===== src/rtl/mce_pkg.sv =====
package mce_pkg;

  typedef enum logic [2:0] {
    CLS_CE   = 3'd0,
    CLS_UCNA = 3'd1,
    CLS_SRAO = 3'd2,
    CLS_SRAR = 3'd3,
    CLS_UC   = 3'd4
  } mce_class_e;

  localparam logic [2:0] SRC_DCU    = 3'd0;
  localparam logic [2:0] SRC_IFU    = 3'd1;
  localparam logic [2:0] SRC_PATROL = 3'd2;
  localparam logic [2:0] SRC_LLCWB  = 3'd3;

  // strobes from control to datapath
  typedef struct packed {
    logic       report;
    logic       raiseExc;
    logic       raiseCmci;
    logic       fatal;
    logic       loadLog;
    logic       setOvf;
    logic       clearLog;
    mce_class_e cls;
  } mce_strobe_t;

endpackage


===== src/rtl/mce_ctrl.sv =====
module mce_ctrl
  import mce_pkg::*;
(
  input  logic        evtValid,
  input  logic [2:0]  evtSource,
  input  logic        evtUncorr,
  input  logic        evtConsumed,
  input  logic        evtCtxCorrupt,
  input  logic        logClear,
  input  logic        logValid,
  input  logic [2:0]  logClass,
  output mce_strobe_t strobes
);

  mce_class_e cls;
  logic       fromCore;
  logic       fromBackground;
  logic       entryHeld;
  logic       excClass;

  always_comb begin
    fromCore       = (evtSource == SRC_DCU) || (evtSource == SRC_IFU);
    fromBackground = (evtSource == SRC_PATROL) || (evtSource == SRC_LLCWB);
    if (!evtUncorr)                    cls = CLS_CE;
    else if (evtCtxCorrupt)            cls = CLS_UC;
    else if (fromCore && evtConsumed)  cls = CLS_SRAR;
    else if (fromBackground)           cls = CLS_SRAO;
    else if (!evtConsumed)             cls = CLS_UCNA;
    else                               cls = CLS_UC;
  end

  always_comb begin
    entryHeld = logValid && !logClear;
    excClass  = (cls == CLS_SRAR) || (cls == CLS_SRAO) || (cls == CLS_UC);
    strobes           = '0;
    strobes.cls       = cls;
    strobes.report    = evtValid;
    strobes.raiseExc  = evtValid && excClass;
    strobes.raiseCmci = evtValid && !excClass;
    strobes.fatal     = evtValid && (cls == CLS_UC);
    strobes.loadLog   = evtValid && (!entryHeld || (3'(cls) > logClass));
    strobes.setOvf    = evtValid && entryHeld;
    strobes.clearLog  = logClear;
  end

endmodule


===== src/rtl/mce_datapath.sv =====
module mce_datapath
  import mce_pkg::*;
#(
  parameter int ADDR_W     = 40,
  parameter int PAGE_SHIFT = 12,
  localparam int FRAME_W   = ADDR_W - PAGE_SHIFT
) (
  input  logic               clk,
  input  logic               rst_n,
  input  mce_strobe_t        strobes,
  input  logic [2:0]         evtSource,
  input  logic [ADDR_W-1:0]  evtAddr,
  output logic               classValid,
  output logic [2:0]         classCode,
  output logic               excPulse,
  output logic               cmciPulse,
  output logic               fatalFlag,
  output logic [FRAME_W-1:0] pageFrame,
  output logic               logValid,
  output logic               logOverflow,
  output logic [2:0]         logClass,
  output logic [2:0]         logSource,
  output logic [FRAME_W-1:0] logFrame
);

  logic [FRAME_W-1:0] evtFrame;
  assign evtFrame = evtAddr[ADDR_W-1:PAGE_SHIFT];

  // per-event report, one cycle after acceptance
  always_ff @(posedge clk) begin
    if (!rst_n) begin
      classValid <= 1'b0;
      classCode  <= '0;
      excPulse   <= 1'b0;
      cmciPulse  <= 1'b0;
      fatalFlag  <= 1'b0;
      pageFrame  <= '0;
    end else begin
      classValid <= strobes.report;
      excPulse   <= strobes.raiseExc;
      cmciPulse  <= strobes.raiseCmci;
      fatalFlag  <= strobes.fatal;
      if (strobes.report) begin
        classCode <= strobes.cls;
        pageFrame <= evtFrame;
      end
    end
  end

  // single-entry status log
  always_ff @(posedge clk) begin
    if (!rst_n) begin
      logValid    <= 1'b0;
      logOverflow <= 1'b0;
      logClass    <= '0;
      logSource   <= '0;
      logFrame    <= '0;
    end else begin
      if (strobes.loadLog) begin
        logValid  <= 1'b1;
        logClass  <= strobes.cls;
        logSource <= evtSource;
        logFrame  <= evtFrame;
      end else if (strobes.clearLog) begin
        logValid  <= 1'b0;
      end
      if (strobes.setOvf)        logOverflow <= 1'b1;
      else if (strobes.clearLog) logOverflow <= 1'b0;
    end
  end

  // exactly one reporting path per event
  a_r13_one_path: assert property (@(posedge clk) disable iff (!rst_n)
    classValid |-> $onehot({excPulse, cmciPulse}));
  a_r13_quiet: assert property (@(posedge clk) disable iff (!rst_n)
    !classValid |-> !excPulse && !cmciPulse);
  // fatal only with the exception and the UC class
  a_r5_fatal_uc: assert property (@(posedge clk) disable iff (!rst_n)
    fatalFlag |-> excPulse && classCode == 3'd4);
  // an accepted event always leaves a valid log entry
  a_r8_capture: assert property (@(posedge clk) disable iff (!rst_n)
    $past(strobes.report) |-> logValid);
  // overflow sticks until cleared and implies a held entry
  a_r9_ovf_sticky: assert property (@(posedge clk) disable iff (!rst_n)
    $past(logOverflow) && !$past(strobes.clearLog) |-> logOverflow);
  a_r9_ovf_valid: assert property (@(posedge clk) disable iff (!rst_n)
    logOverflow |-> logValid);
  // a held entry never drops in severity
  a_r10_no_downgrade: assert property (@(posedge clk) disable iff (!rst_n)
    $past(logValid) && !$past(strobes.clearLog) |-> logValid && logClass >= $past(logClass));

endmodule


===== src/rtl/mce_classifier.sv =====
module mce_classifier
  import mce_pkg::*;
#(
  parameter int ADDR_W     = 40,
  parameter int PAGE_SHIFT = 12,
  localparam int FRAME_W   = ADDR_W - PAGE_SHIFT
) (
  input  logic               clk,
  input  logic               rst_n,
  input  logic               evtValid,
  input  logic [2:0]         evtSource,
  input  logic               evtUncorr,
  input  logic               evtConsumed,
  input  logic               evtCtxCorrupt,
  input  logic [ADDR_W-1:0]  evtAddr,
  input  logic               logClear,
  output logic               classValid,
  output logic [2:0]         classCode,
  output logic               excPulse,
  output logic               cmciPulse,
  output logic               fatalFlag,
  output logic [FRAME_W-1:0] pageFrame,
  output logic               logValid,
  output logic               logOverflow,
  output logic [2:0]         logClass,
  output logic [2:0]         logSource,
  output logic [FRAME_W-1:0] logFrame
);

  mce_strobe_t strobes;

  mce_ctrl i_ctrl (
    .evtValid      (evtValid),
    .evtSource     (evtSource),
    .evtUncorr     (evtUncorr),
    .evtConsumed   (evtConsumed),
    .evtCtxCorrupt (evtCtxCorrupt),
    .logClear      (logClear),
    .logValid      (logValid),
    .logClass      (logClass),
    .strobes       (strobes)
  );

  mce_datapath #(
    .ADDR_W     (ADDR_W),
    .PAGE_SHIFT (PAGE_SHIFT)
  ) i_datapath (
    .clk         (clk),
    .rst_n       (rst_n),
    .strobes     (strobes),
    .evtSource   (evtSource),
    .evtAddr     (evtAddr),
    .classValid  (classValid),
    .classCode   (classCode),
    .excPulse    (excPulse),
    .cmciPulse   (cmciPulse),
    .fatalFlag   (fatalFlag),
    .pageFrame   (pageFrame),
    .logValid    (logValid),
    .logOverflow (logOverflow),
    .logClass    (logClass),
    .logSource   (logSource),
    .logFrame    (logFrame)
  );

endmodule


===== config.mk =====
export PLATFORM = sky130hd
export DESIGN_NAME = mce_classifier
export DESIGN_NICKNAME = d
export VERILOG_FILES = /design/src/rtl/mce_pkg.sv /design/src/rtl/mce_ctrl.sv /design/src/rtl/mce_datapath.sv /design/src/rtl/mce_classifier.sv
export SDC_FILE = /design/constraint.sdc
export NUM_CORES = 1
export LEC_CHECK = 0
export ABC_AREA = 1
export ABC_CLOCK_PERIOD_IN_PS = 4600
export BUFFER_PORTS_ARGS = -buffer_cell sky130_fd_sc_hd__buf_4
export CAP_MARGIN = 20
export CORE_ASPECT_RATIO = 1.4
export CORE_MARGIN = 3
export CORE_UTILIZATION = 49
export DETAILED_ROUTE_END_ITERATION = 16
export HOLD_SLACK_MARGIN = 0.05
export PLACE_DENSITY_LB_ADDON = 0.12
export RECOVER_POWER = 100
export SLEW_MARGIN = 40
export SYNTH_ARGS = -nofsm -noshare
export SYNTH_HDL_FRONTEND = slang
export SYNTH_HIERARCHICAL = 1
export SYNTH_SLANG_ARGS = --single-unit

===== constraint.sdc =====
create_clock -name clk -period 4.6 [get_ports clk]
set_input_delay 0.23 -clock clk [delete_from_list [all_inputs] [get_ports clk]]
set_output_delay 0.23 -clock clk [all_outputs]
set_load 0.1 [all_outputs]

==> Yosys cells after proc, flatten, opt, wreduce, memory -nomap -nowiden <==
Cells that the tools add are included.
{ "op_classes": {"magnitude_cmp": 1, "n_eq_ne": 6, "muxes": 8, "reduce_logical": 18} }
{ "op_table": {"columns": ["cell", "n"], "rows": [
  ["2-to-1 mux 3 bit", 5],
  ["equality test 3 x 2 -> 1 bit (second input constant)", 4],
  ["logical AND 1 bit", 7],
  ["logical OR 1 bit", 5],
  ["nonzero test 2 bit", 2],
  ["equality test 3 x 1 -> 1 bit (second input constant)", 1],
  ["equality test 3 bit (second input constant)", 1],
  ["> comparator 3 bit", 1],
  ["zero test 1 bit", 3],
  ["zero test 3 bit", 1],
  ["2-to-1 mux 1 bit", 3]
]} }
{ "totals": {"register_bits": 71, "inputBits": 50, "output_inout_bits": 71, "elab_cells": 44} }

==> Longest topological paths before layout <==
{ "logic_depth": {"word_depth": 11, "ltp_mapped": 14, "depth_no_buf": 13} }

==> Hierarchy <==
The synthesis kept the hierarchy.
{ "by_module_without_submodules": {"columns": ["module", "instances", "cells_per_inst", "area_per_inst_um2", "seq_area_each_um2"], "rows": [
  ["mce_datapath", 1, 302, 2411.1, 1421.4],
  ["mce_ctrl", 1, 37, 203.9, 0.0]
]} }

==> Worst setup path before layout <==
OpenSTA, ideal clock, no wires.
{ "synth_timing": {"path_kind": "register to register", "start": "register i_datapath.logClass[2]", "end": "register i_datapath.logFrame[12]", "setup_ps": 119, "arrival_time_ps": 2222, "t_required_ps": 4481, "path_slack_ps": 2259, "stages_incl_launch_ff": 11, "n_path_buf": 1, "period_less_slack_ps": 2341, "path_cell_list": "dfxtp_1 inv_1 ha_1 nand4_1 nand2_1 nand2_1 a21oi_2 inv_2 buf_4 nor2_1 nor2_1"} }
{ "synth_lines": {"columns": ["item", "line", "rtl"], "rows": [
  ["start: declaration", "mce_datapath.sv:21", "output logic [2:0] logClass,"],
  ["start signal: assignment", "mce_datapath.sv:61", "logClass <= strobes.cls;"],
  ["end signal: assignment", "mce_datapath.sv:63", "logFrame <= evtFrame;"],
  ["end: declaration", "mce_datapath.sv:23", "output logic [FRAME_W-1:0] logFrame"]
]} }

==> impl_metrics.ini <==
[timing]
finalCritPeriodShare_pct = 49.0
finalHoldViolations = 0
worst_pin_slew_ns = 2.39
setup-violations-final = 0
post-route-min-period_ns = 2.25
grt_setup_unrepaired = no
slew_headroom_pct = -59.2
max_freq_mhz = 444
skew_ns = 0.00608
final_max_slew_viol_count = 71
fin_tns_setup_ns = 0

[synthesis]
synth_enable_flop_cells = 0
synth.avg_cell_area_um2 = 7.71
yosys_warnings = 6
syn_area_um2 = 2620
ys.flop_type = dfxtp_1
synthCells = 339
yosysSeqAreaShare_pct = 54.4
async_reset_ff_share_pct = 0
ys_types = 18
synth_seq_cells = 71
synth.net_count = 391

[clock_network]
cts_hold_repair.buffers = 0
insertion_delay_ns = 0.33
cts_setup_buffers = 0
cts_buffer_depth = 2
cts_resized = 0
clk_pin_slew_ns = 0.08
cts_tree = yes
cts_root_buf = clkbuf_8
numCtsBuffers = 9
cts.sinks = 71
h-tree-depth = 3

[place]
gp_congestion = 0.742
hpwl_um = 4260
port_buffers = 108

[final_layout]
n_antenna_cell = 0
area_delta_synth_final_pct = 29.9
nNetsFinal = 490
drive_gt1_share_pct = 13.3

[routing]
vias = 2475
drt-initial-drc-count = 246
avgRoutedWirePerCell_um = 13.1
drcViolationCount = 0
dr.pass1.iters = 4
vias_per_cell = 4.88
wl_um = 6660
ant_nets = 0

[floorplan]
die_w_um = 67.7
dieArea_um2 = 6260
start_util_pct = 52.4
core-area_um2 = 4990
num_rows = 30
die_h_um = 92.4
ioPinCount = 121

[critical_path]
crit_required_ns = 4.85
crit_arrival_ns = 2.51
criticalPathCategory = in -> reg
startpoint_type = input pin
cp_max_fo = 70
cp-end-kind = flip-flop

[grt]
grt_max_degree = 71
gr-usage-all-layers_pct = 22.1
overflow = 0
antenna_found_initial = 0
grt_pass1_vias = 2354
grt_pass1_wl_um = 10600

[run_status]
status = finished, violations left
violations = capacitance limit, slew limit

[flow_run]
cap_violations = 1

[hold_path]
hold_path.class = in -> reg

[power]
power.density_nw_per_um2 = 546
p_leak_nw = 1.52
ir_drop_v = 0.000316
totalPowerFinal_w = 0.00185
==> per-stage QoR <==
stage               worst slack (ns)  cells  area [um^2]  hold slack (ns)  util (%)
global placement                2.39    491         3390            0.450      67.9
CTS                             2.68    507         3670           0.0999      73.5
global route                    2.00    507         3400            0.113      68.0
finish                          2.35    507         3400            0.118      68.0
detailed placement              2.35    491         3390            0.463      67.9
floorplan                       2.26    339         2620            0.365         -
==> cells in the final DEF (no fill, tap or decap) <==
master	n
inv_2	3
a21oi_1	4
clkbuf_1	72
clkinvlp_4	1
nor2_4	1
ha_1	2
dfxtp_1	71
a21oi_2	1
buf_4	37
nand2_1	11
bufinv_16	4
clkbuf_8	11
o21ai_0	65
nor3_1	3
nor2_1	136
inv_1	17
nand3_4	1
nand4_1	3
==> worst max-delay path, stage by stage <==
cell      delay (ns)
clkbuf_1        1.66
o21ai_0         0.38
nor2_1          0.21
==> cell usage after synthesis (3+ instances only) <==
| cell type | count | area [um^2] |
|---|---|---|
| nand2_1 | 11 | 41.3 |
| buf_2 | 11 | 55.1 |
| nor3_1 | 3 | 15.0 |
| buf_4 | 3 | 22.5 |
| nor2_1 | 136 | 510 |
| o21ai_0 | 63 | 315 |
| dfxtp_1 | 71 | 1420 |
| a21oi_1 | 4 | 20.0 |
| clkbuf_2 | 5 | 25.0 |
| inv_1 | 18 | 67.6 |
| nand4_1 | 3 | 18.8 |
==> registers in the layout, summed over array words and instances, names as in the netlist <==
| signal | count |
|---|---|
| i_datapath/logFrame | 28 |
| i_datapath/pageFrame | 28 |
| i_datapath/classCode | 3 |
| i_datapath/logClass | 3 |
| i_datapath/logSource | 3 |
| i_datapath/classValid | 1 |
| i_datapath/cmciPulse | 1 |
| i_datapath/excPulse | 1 |
| i_datapath/fatalFlag | 1 |
| i_datapath/logOverflow | 1 |
| i_datapath/logValid | 1 |
==> logic make-up after synthesis <==
| logic type | Yosys count | synth area share [%] |
|---|---|---|
| buf+inv | 41 | 7.66 |
| simple gates | 155 | 23.5 |
| flops | 71 | 54.4 |
| compound gates | 70 | 13.5 |
| fa+ha+maj | 2 | 0.957 |
==> final timing paths <==
path	start	end	slack, ns	cells past startpoint
worst min register to register	i_datapath/logOverflow$_SDFFE_PN0P_	i_datapath/logOverflow$_SDFFE_PN0P_	0.48	2
worst max-delay path	rst_n	i_datapath/classCode[0]$_SDFFE_PN0P_	2.35	3
worst min-delay path	evtSource[0]	i_datapath/logSource[0]$_SDFFE_PN0P_	0.12	3
worst max register to register	i_datapath/logClass[2]$_SDFFE_PN0P_	i_datapath/logFrame[16]$_SDFFE_PN0P_	2.67	9
==> layer usage <==
layer	vias to the layer above	global-route usage [%]	part of all wire, %
met4	0	10.2	1.2
li1	1266	-	-
met3	6	6.31	6.8
met2	79	37.1	50
met1	1124	25.2	42
met5	-	0	0
==> area by class of cell <==
class | instances | area (um^2)
clock buffer | 11 | 151
clock inverter | 5 | 128
fill | 479 | 1600
inverter | 20 | 75.1
multi-input combinational | 227 | 993
sequential | 71 | 1420
tap | 64 | 80.1
timing repair buffer | 109 | 548
==> where the power goes <==
part,switching (W),internal [W],leakage (nW)
combinational,0.000430,0.0000705,0.797
clock,0.000225,0.000445,0.136
sequential,0.0000230,0.000661,0.590
Note: power is estimated with default switching activity, not from simulation.
